--- src/rtl/rx_selftest_pkg.sv ---
package rx_selftest_pkg;
  typedef enum logic [2:0] {
    ST_START = 3'b000,
    ST_WAIT  = 3'b001,
    ST_GOOD  = 3'b010,
    ST_ERR   = 3'b011,
    ST_LOOP  = 3'b100
  } st_e;

  function automatic logic is_cmp(st_e s);
    return (s == ST_GOOD) || (s == ST_ERR) || (s == ST_LOOP);
  endfunction
endpackage

--- src/rtl/rx_st_diff_cnt.sv ---
module rx_st_diff_cnt #(
  parameter int W      = 6,
  parameter int THRESH = 16
) (
  input  logic                clk_i,
  input  logic                rst_ni,
  input  logic                clr_i,
  input  logic                step_i,
  input  logic                err_i,
  output logic                over_o,
  output logic signed [W-1:0] cnt_o
);
  localparam logic signed [W-1:0] MAX_S = {1'b0, {(W-1){1'b1}}};
  localparam logic signed [W-1:0] THR_S = W'(THRESH);

  logic signed [W-1:0] cnt_q, cnt_d;

  // next mismatch would push the difference past the threshold
  assign over_o = step_i && err_i && (cnt_q >= THR_S);
  assign cnt_o  = cnt_q;

  always_comb begin
    cnt_d = cnt_q;
    if (clr_i) begin
      cnt_d = '0;
    end else if (step_i) begin
      if (err_i) begin
        if (cnt_q != MAX_S) cnt_d = cnt_q + W'(1);
      end else if (cnt_q != '0) begin
        cnt_d = cnt_q - W'(1);
      end
    end
  end

  always_ff @(posedge clk_i or negedge rst_ni) begin
    if (!rst_ni) cnt_q <= '0;
    else         cnt_q <= cnt_d;
  end

  a_r7_never_negative: assert property (@(posedge clk_i) disable iff (!rst_ni)
    cnt_q >= 0);
  a_r7_match_floor: assert property (@(posedge clk_i) disable iff (!rst_ni)
    (step_i && !err_i && !clr_i && cnt_q == 0) |=> cnt_q == 0);
  a_r7_clear: assert property (@(posedge clk_i) disable iff (!rst_ni)
    clr_i |=> cnt_q == 0);
endmodule

--- src/rtl/rx_st_blank_tmr.sv ---
module rx_st_blank_tmr #(
  parameter int CW    = 4,
  parameter int BLANK = 9
) (
  input  logic clk_i,
  input  logic rst_ni,
  input  logic flush_i,
  input  logic load_i,
  input  logic tick_i,
  output logic zero_o
);
  localparam logic [CW-1:0] LOAD_V = CW'(BLANK);

  logic [CW-1:0] cnt_q;

  always_ff @(posedge clk_i or negedge rst_ni) begin
    if (!rst_ni)                      cnt_q <= '0;
    else if (flush_i)                 cnt_q <= '0;
    else if (load_i)                  cnt_q <= LOAD_V;
    else if (tick_i && cnt_q != '0)   cnt_q <= cnt_q - CW'(1);
  end

  assign zero_o = (cnt_q == '0);

  a_r3_load_blank: assert property (@(posedge clk_i) disable iff (!rst_ni)
    (load_i && !flush_i) |=> cnt_q == LOAD_V);
  a_r3_hold_idle: assert property (@(posedge clk_i) disable iff (!rst_ni)
    (!load_i && !flush_i && !tick_i) |=> $stable(cnt_q));
endmodule

--- src/rtl/rx_st_fsm.sv ---
module rx_st_fsm
  import rx_selftest_pkg::*;
#(
  parameter int PAT_LEN = 16
) (
  input  logic       clk_i,
  input  logic       rst_ni,
  input  logic       en_i,
  input  logic       vld_i,
  input  logic [7:0] byte_i,
  input  logic       ctl_i,
  input  logic       match_i,
  input  logic       lock_i,
  input  logic       slip_i,
  input  logic       blank_zero_i,
  input  logic       over_i,
  output logic       step_o,
  output logic       clr_o,
  output st_e        state_o
);
  localparam int PW = (PAT_LEN > 2) ? $clog2(PAT_LEN) : 1;
  localparam logic [PW-1:0] LAST_POS = PW'(PAT_LEN - 1);

  st_e           state_q, state_d;
  logic [PW-1:0] pos_q, pos_d;
  logic          force_start, seq_start, last;

  assign force_start = !en_i || !lock_i || slip_i;
  assign seq_start   = vld_i && !ctl_i && (byte_i == 8'h00);
  assign last        = (pos_q == LAST_POS);
  assign step_o      = !force_start && is_cmp(state_q) && vld_i;

  always_comb begin
    state_d = state_q;
    pos_d   = pos_q;
    if (force_start) begin
      state_d = ST_START;
    end else begin
      unique case (state_q)
        ST_START: if (blank_zero_i) state_d = ST_WAIT;
        ST_WAIT: begin
          if (seq_start) begin
            state_d = ST_GOOD;
            pos_d   = PW'(1);
          end
        end
        default: begin
          if (vld_i) begin
            pos_d = last ? '0 : pos_q + PW'(1);
            if (over_i)        state_d = ST_WAIT;
            else if (!match_i) state_d = ST_ERR;
            else if (last)     state_d = ST_LOOP;
            else               state_d = ST_GOOD;
          end
        end
      endcase
    end
  end

  assign clr_o = (state_d == ST_START) || (state_d == ST_WAIT);

  always_ff @(posedge clk_i or negedge rst_ni) begin
    if (!rst_ni) begin
      state_q <= ST_START;
      pos_q   <= '0;
    end else begin
      state_q <= state_d;
      pos_q   <= pos_d;
    end
  end

  assign state_o = state_q;

  a_r2_lock_loss: assert property (@(posedge clk_i) disable iff (!rst_ni)
    !lock_i |=> state_q == ST_START);
  a_r9_disable: assert property (@(posedge clk_i) disable iff (!rst_ni)
    !en_i |=> state_q == ST_START);
  a_r4_exit_gate: assert property (@(posedge clk_i) disable iff (!rst_ni)
    (state_q == ST_START && !blank_zero_i) |=> state_q == ST_START);
  a_r4_exit_to_wait: assert property (@(posedge clk_i) disable iff (!rst_ni)
    state_q == ST_START |=> (state_q == ST_START || state_q == ST_WAIT));
  a_r5_wait_filter: assert property (@(posedge clk_i) disable iff (!rst_ni)
    (state_q == ST_WAIT && !force_start && (!vld_i || ctl_i || byte_i != 8'h00))
      |=> state_q == ST_WAIT);
  a_r10_hold: assert property (@(posedge clk_i) disable iff (!rst_ni)
    (!vld_i && !force_start && state_q != ST_START) |=> $stable(state_q));
  a_r7_over_exit: assert property (@(posedge clk_i) disable iff (!rst_ni)
    (step_o && over_i) |=> state_q == ST_WAIT);
endmodule

--- src/rtl/rx_selftest_tracker.sv ---
module rx_selftest_tracker
  import rx_selftest_pkg::*;
#(
  parameter int PAT_LEN = 16,
  parameter int DIFF_W  = 6,
  parameter int THRESH  = 16,
  parameter int BLANK   = 9,
  parameter int BLANK_W = 4
) (
  input  logic       clk_i,
  input  logic       rst_ni,
  input  logic       bist_en_i,
  input  logic       chr_vld_i,
  input  logic [7:0] chr_byte_i,
  input  logic       chr_ctl_i,
  input  logic       cmp_match_i,
  input  logic       pll_lock_i,
  input  logic       eb_slip_i,
  output logic [2:0] status_o,
  output logic       restart_o
);
  st_e                     state;
  logic                    step, clr, over, blank_zero;
  logic signed [DIFF_W-1:0] diff;

  rx_st_fsm #(.PAT_LEN(PAT_LEN)) u_fsm (
    .clk_i       (clk_i),
    .rst_ni      (rst_ni),
    .en_i        (bist_en_i),
    .vld_i       (chr_vld_i),
    .byte_i      (chr_byte_i),
    .ctl_i       (chr_ctl_i),
    .match_i     (cmp_match_i),
    .lock_i      (pll_lock_i),
    .slip_i      (eb_slip_i),
    .blank_zero_i(blank_zero),
    .over_i      (over),
    .step_o      (step),
    .clr_o       (clr),
    .state_o     (state)
  );

  rx_st_diff_cnt #(.W(DIFF_W), .THRESH(THRESH)) u_diff (
    .clk_i (clk_i),
    .rst_ni(rst_ni),
    .clr_i (clr),
    .step_i(step),
    .err_i (!cmp_match_i),
    .over_o(over),
    .cnt_o (diff)
  );

  rx_st_blank_tmr #(.CW(BLANK_W), .BLANK(BLANK)) u_blank (
    .clk_i  (clk_i),
    .rst_ni (rst_ni),
    .flush_i(!bist_en_i),
    .load_i (eb_slip_i),
    .tick_i (chr_vld_i),
    .zero_o (blank_zero)
  );

  assign status_o  = state;
  assign restart_o = !is_cmp(state);

  a_r7_bounded_diff: assert property (@(posedge clk_i) disable iff (!rst_ni)
    is_cmp(state) |-> diff <= DIFF_W'(THRESH));
  a_r1_code_range: assert property (@(posedge clk_i) disable iff (!rst_ni)
    status_o <= 3'b100);
  a_r3_slip_start: assert property (@(posedge clk_i) disable iff (!rst_ni)
    eb_slip_i |=> (status_o == 3'b000 && restart_o));
endmodule

--- config.mk ---
export PLATFORM = sky130hd
export DESIGN_NAME = rx_selftest_tracker
export DESIGN_NICKNAME = d
export VERILOG_FILES = /design/src/rtl/rx_selftest_pkg.sv /design/src/rtl/rx_st_diff_cnt.sv /design/src/rtl/rx_st_blank_tmr.sv /design/src/rtl/rx_st_fsm.sv /design/src/rtl/rx_selftest_tracker.sv
export SDC_FILE = /design/constraint.sdc
export NUM_CORES = 1
export LEC_CHECK = 0
export ABC_AREA = 1
export BUFFER_PORTS_ARGS = -buffer_cell sky130_fd_sc_hd__buf_2
export CAP_MARGIN = 20
export CORE_ASPECT_RATIO = 1.25
export CORE_MARGIN = 1.5
export CORE_UTILIZATION = 40
export DETAILED_ROUTE_END_ITERATION = 10
export GPL_TIMING_DRIVEN = 0
export SLEW_MARGIN = 30
export SYNTH_ARGS = -nofsm -noshare
export SYNTH_HDL_FRONTEND = slang
export SYNTH_SLANG_ARGS = --single-unit
--- constraint.sdc ---
create_clock -name clk_i -period 3.43 [get_ports clk_i]
set_input_delay 0 -clock clk_i [delete_from_list [all_inputs] [get_ports clk_i]]
set_output_delay 0 -clock clk_i [all_outputs]
set_load 0.03 [all_outputs]
==> results.md <==
- Slowest cell on crit path: dfrtp_1
- Clock Tree Buf Depth: 2
- Startpoint Class: flip-flop
- Sequential element share of the synthesized area: 33.04%
- Worst Setup SP: u_fsm.pos_q[0]$_DFFE_PN0P_
- CTS tree: yes
- Syn Nets: 198
- Reg-to-reg startpoint: u_fsm.pos_q[0]$_DFFE_PN0P_
- Main synth FF type: dfrtp_1
- Buf/Inv on CP: 0
- TritonCTS Buffers: 3
- Rel. slew slack: 71.94%
- Critical R2R Capture: u_diff.cnt_o[5]$_DFFE_PN0P_
- Setup bufs post-CTS: 0
- Clk_lat worst skew: 0.29 ns
- Comb pwr share: 18.4%
- WL final: 2699 um
- Part of the power in registers: 53.9%
- Die height: 66.43 um
- Initial drt markers: 37
- Synth warn: 0
- Setup crit end: u_diff.cnt_o[5]$_DFFE_PN0P_
- DR pass1 iterations: 2
- Asr flop ratio synth: 100.0%
- Yosys top cell area share: 33.04%
- Largest fanout on the critical path: 5
- Final Slew Violations: 0
- Ranking of synthesized cells by area: dfrtp_1 33%, nand2_1 10%, inv_1 7.6%
- Drc violations: 0
- Hold path start: eb_slip_i
- Sw power: 0.0001175 W
- Final hold violation count: 0
- Via count: 1193
- Crit-path cells: ha_1 -> nand2_1 -> nor2_1 -> a21oi_1 -> nor2_1 -> nand3_1 -> nand2_2 -> nand2_1 -> nor2_1
- Die width: 53.75 um
- Netlist cell types: 30
- Largest net degree at the start of global routing: 18
- Syn_area_per_cell: 7.399 um2
- FF-to-FF path depth: 9
- Row Count: 22
- Leak pwr: 0.7679 nW
- Vias in the first global route: 1154
- Reg clk slew, reported paths: 0.10 ns
- H-tree Lvls: 1
- Final GP Congestion: 0.8823
- Clock Skew: 0.002358 ns
- GR Util All Layers: 18.19%
- Port buffer count: 19
- Antenna viol nets, final: 0
- I/O Pins: 20
- Fmax: 623.1 MHz
- Cell count along the critical path: 9
- Core outline area: 3000 um2
- Final setup margin: 1.825 ns
- Worst path required time: 3.67 ns
- Post-synth EDFFs: 0
- Sw Ratio: 29.42%
- Drt via density: 5.077
- Layout net count: 224
- Share of cells above drive strength 1: 20.60%
- Final TNS setup: 0 ns
- Worst hold path type: in -> reg
- Dpl ws: 1.816 ns
- FF+latch count, synth: 17
- Slew @ Worst Pin: 0.4165 ns
- Routed wire per std cell: 11.49 um
- # diodes: 0
- Cell repeated most along the worst path: nor2_1
- Area of the multi-input gates: 754.5 um2
- Max-cap viol count: 0
- CTS Root Cell: clkbuf_4
- Setup crit end kind: flip-flop
- Cell count after synthesis: 174
- Clock tree sinks: 17
- Fillcell total: 313
- First-pass GRT wire length: 4850 um
- Sequential Area: 425.4 um2
- CP Class: reg -> reg
- Worst stage delay on the critical path: 0.40 ns
- Int Power: 0.0002819 W
- Endpoints failing setup: 0
- Tcrit/Tclk final: 46.79%
- Unrepaired setup endpoints after global routing: false
- Worst R2R Setup Slack: 1.83 ns
- Area grow syn2layout: 14.58%
- Global route total overflow: 0
- Worst EP arrival: 1.84 ns
- Yosys top cell by area: dfrtp_1
- Crit-path leading delay family: simple AND/OR/NAND/NOR gates
- Outcome: complete, no violations
- Initial core utilization: 42.91%
- Peak supply drop: 0.0001975 V
- Fin crit period: 1.605 ns
- Power per cell area: 270.7 nW/um2
- Die ar.: 3570 um2
- Hpwl dp: 2168 um
- Clock power share: 27.7%
- Synthesized area: 1287 um2
- Antenna violations before repair: 0
## synthesized netlist by cell type (3+ instances only)
| cell | n |
|---|---|
| xor2_1 | 4 |
| nor2_1 | 20 |
| nand4_1 | 3 |
| nor2_4 | 3 |
| o21ai_0 | 8 |
| nand3_1 | 11 |
| a21oi_1 | 10 |
| nand2_2 | 3 |
| nand2_1 | 35 |
| ha_1 | 7 |
| nor3_1 | 3 |
| dfrtp_1 | 17 |
| inv_1 | 26 |
## how the worst min path moves through the flow
stage / end / slack (ns) / cells past startpoint
finish: u_blank.cnt_q[2]$_DFFE_PN0P_ / 0.03 / 4
global route: u_blank.cnt_q[2]$_DFFE_PN0P_ / 0.04 / 4
CTS: u_blank.cnt_q[2]$_DFFE_PN0P_ / 0.02 / 4
detailed placement: u_fsm.pos_q[3]$_DFFE_PN0P_ / -0.04 / 1
global placement: u_fsm.pos_q[3]$_DFFE_PN0P_ / -0.04 / 1
floorplan: u_blank.cnt_q[0]$_DFFE_PN0P_ / -0.30 / 0
## worst register-to-register path, delay by kind of cell (launching register included)
kind                       cells  cell delay, ns
and+or+nand+nor                7            0.85
AOI/OAI and AO/OA              1            0.13
DFF                            1            0.40
adders and majority gates      1            0.18
## logic make-up after synthesis
family,count (synthesis),synth area share (%)
flops,17,33.04
buf+inv,28,8.357
fa+ha+maj,8,8.357
compound gates,28,12.73
simple gates,87,33.43
xor+xnor,6,4.082
## power groups by stage
stage                     registers (W)  logic (W)  clock network (W)
final                          0.000215  0.0000734           0.000111
after global routing           0.000217  0.0000860           0.000123
after CTS                      0.000215  0.0000750           0.000116
after detailed placement       0.000219  0.0000731                  0
after global placement         0.000219  0.0000704                  0
after floorplan                0.000219  0.0000463                  0
## state kept, by name, summed over array words and instances (netlist names)
register / count
u_blank.cnt_q: 4
u_diff.cnt_o: 6
u_fsm.pos_q: 4
u_fsm.state_o: 3
## repair_timing
item | in CTS | in global routing
hold endpoints to repair | 20 | 0
hold buffers | 2 | 0
resized for setup | 0 | 0
## layout by cell type, fill, tap and decap left out, drive strengths merged
cell,netlist,layout
a21oi,11,11
nand3,13,13
nand2,39,39
or2,1,1
o21ai,12,12
xor2,4,4
a31oi,1,1
ha,7,7
xnor2,2,2
a22oi,1,1
and2,2,2
nor3,3,3
dlygate4sd3,0,2
nor2,26,26
nand4,3,3
o2111a,1,1
clkbuf,0,3
buf,0,19
fa,1,1
dfrtp,17,17
clkinv,0,1
inv,28,28
o22ai,2,2
## through the flow
stage                     area [um2]  hold slack, ns  power (W)  cells  util (%)
final                           1475         0.03116  0.0003994    235     49.17
after global routing            1475         0.04120  0.0004258    235     49.17
after CTS                       1475         0.02102  0.0004064    235     49.17
after detailed placement        1428        -0.03981  0.0002926    229     47.58
after global placement          1428        -0.04473  0.0002895    229     47.58
after floorplan                 1287         -0.2956  0.0002655    174         -
## cell type report
| type | count | area share (%) |
|---|---|---|
| Clock inverter | 1 | 0.3393 |
| Inverter | 28 | 7.294 |
| Tap cell | 36 | 3.053 |
| Sequential cell | 17 | 28.84 |
| Multi-Input combinational cell | 129 | 51.15 |
| Timing Repair Buffer | 21 | 7.803 |
| Clock buffer | 3 | 1.527 |
## metal layers
metal  vias up  wire length, um  GRT usage [%]
met4         0               59          8.974
met5         -                0              0
met3         8               62          2.262
met2        18             1295          29.73
met1       555             1281          22.96
li1        612                -              -
(Power assumes the default switching activity.)
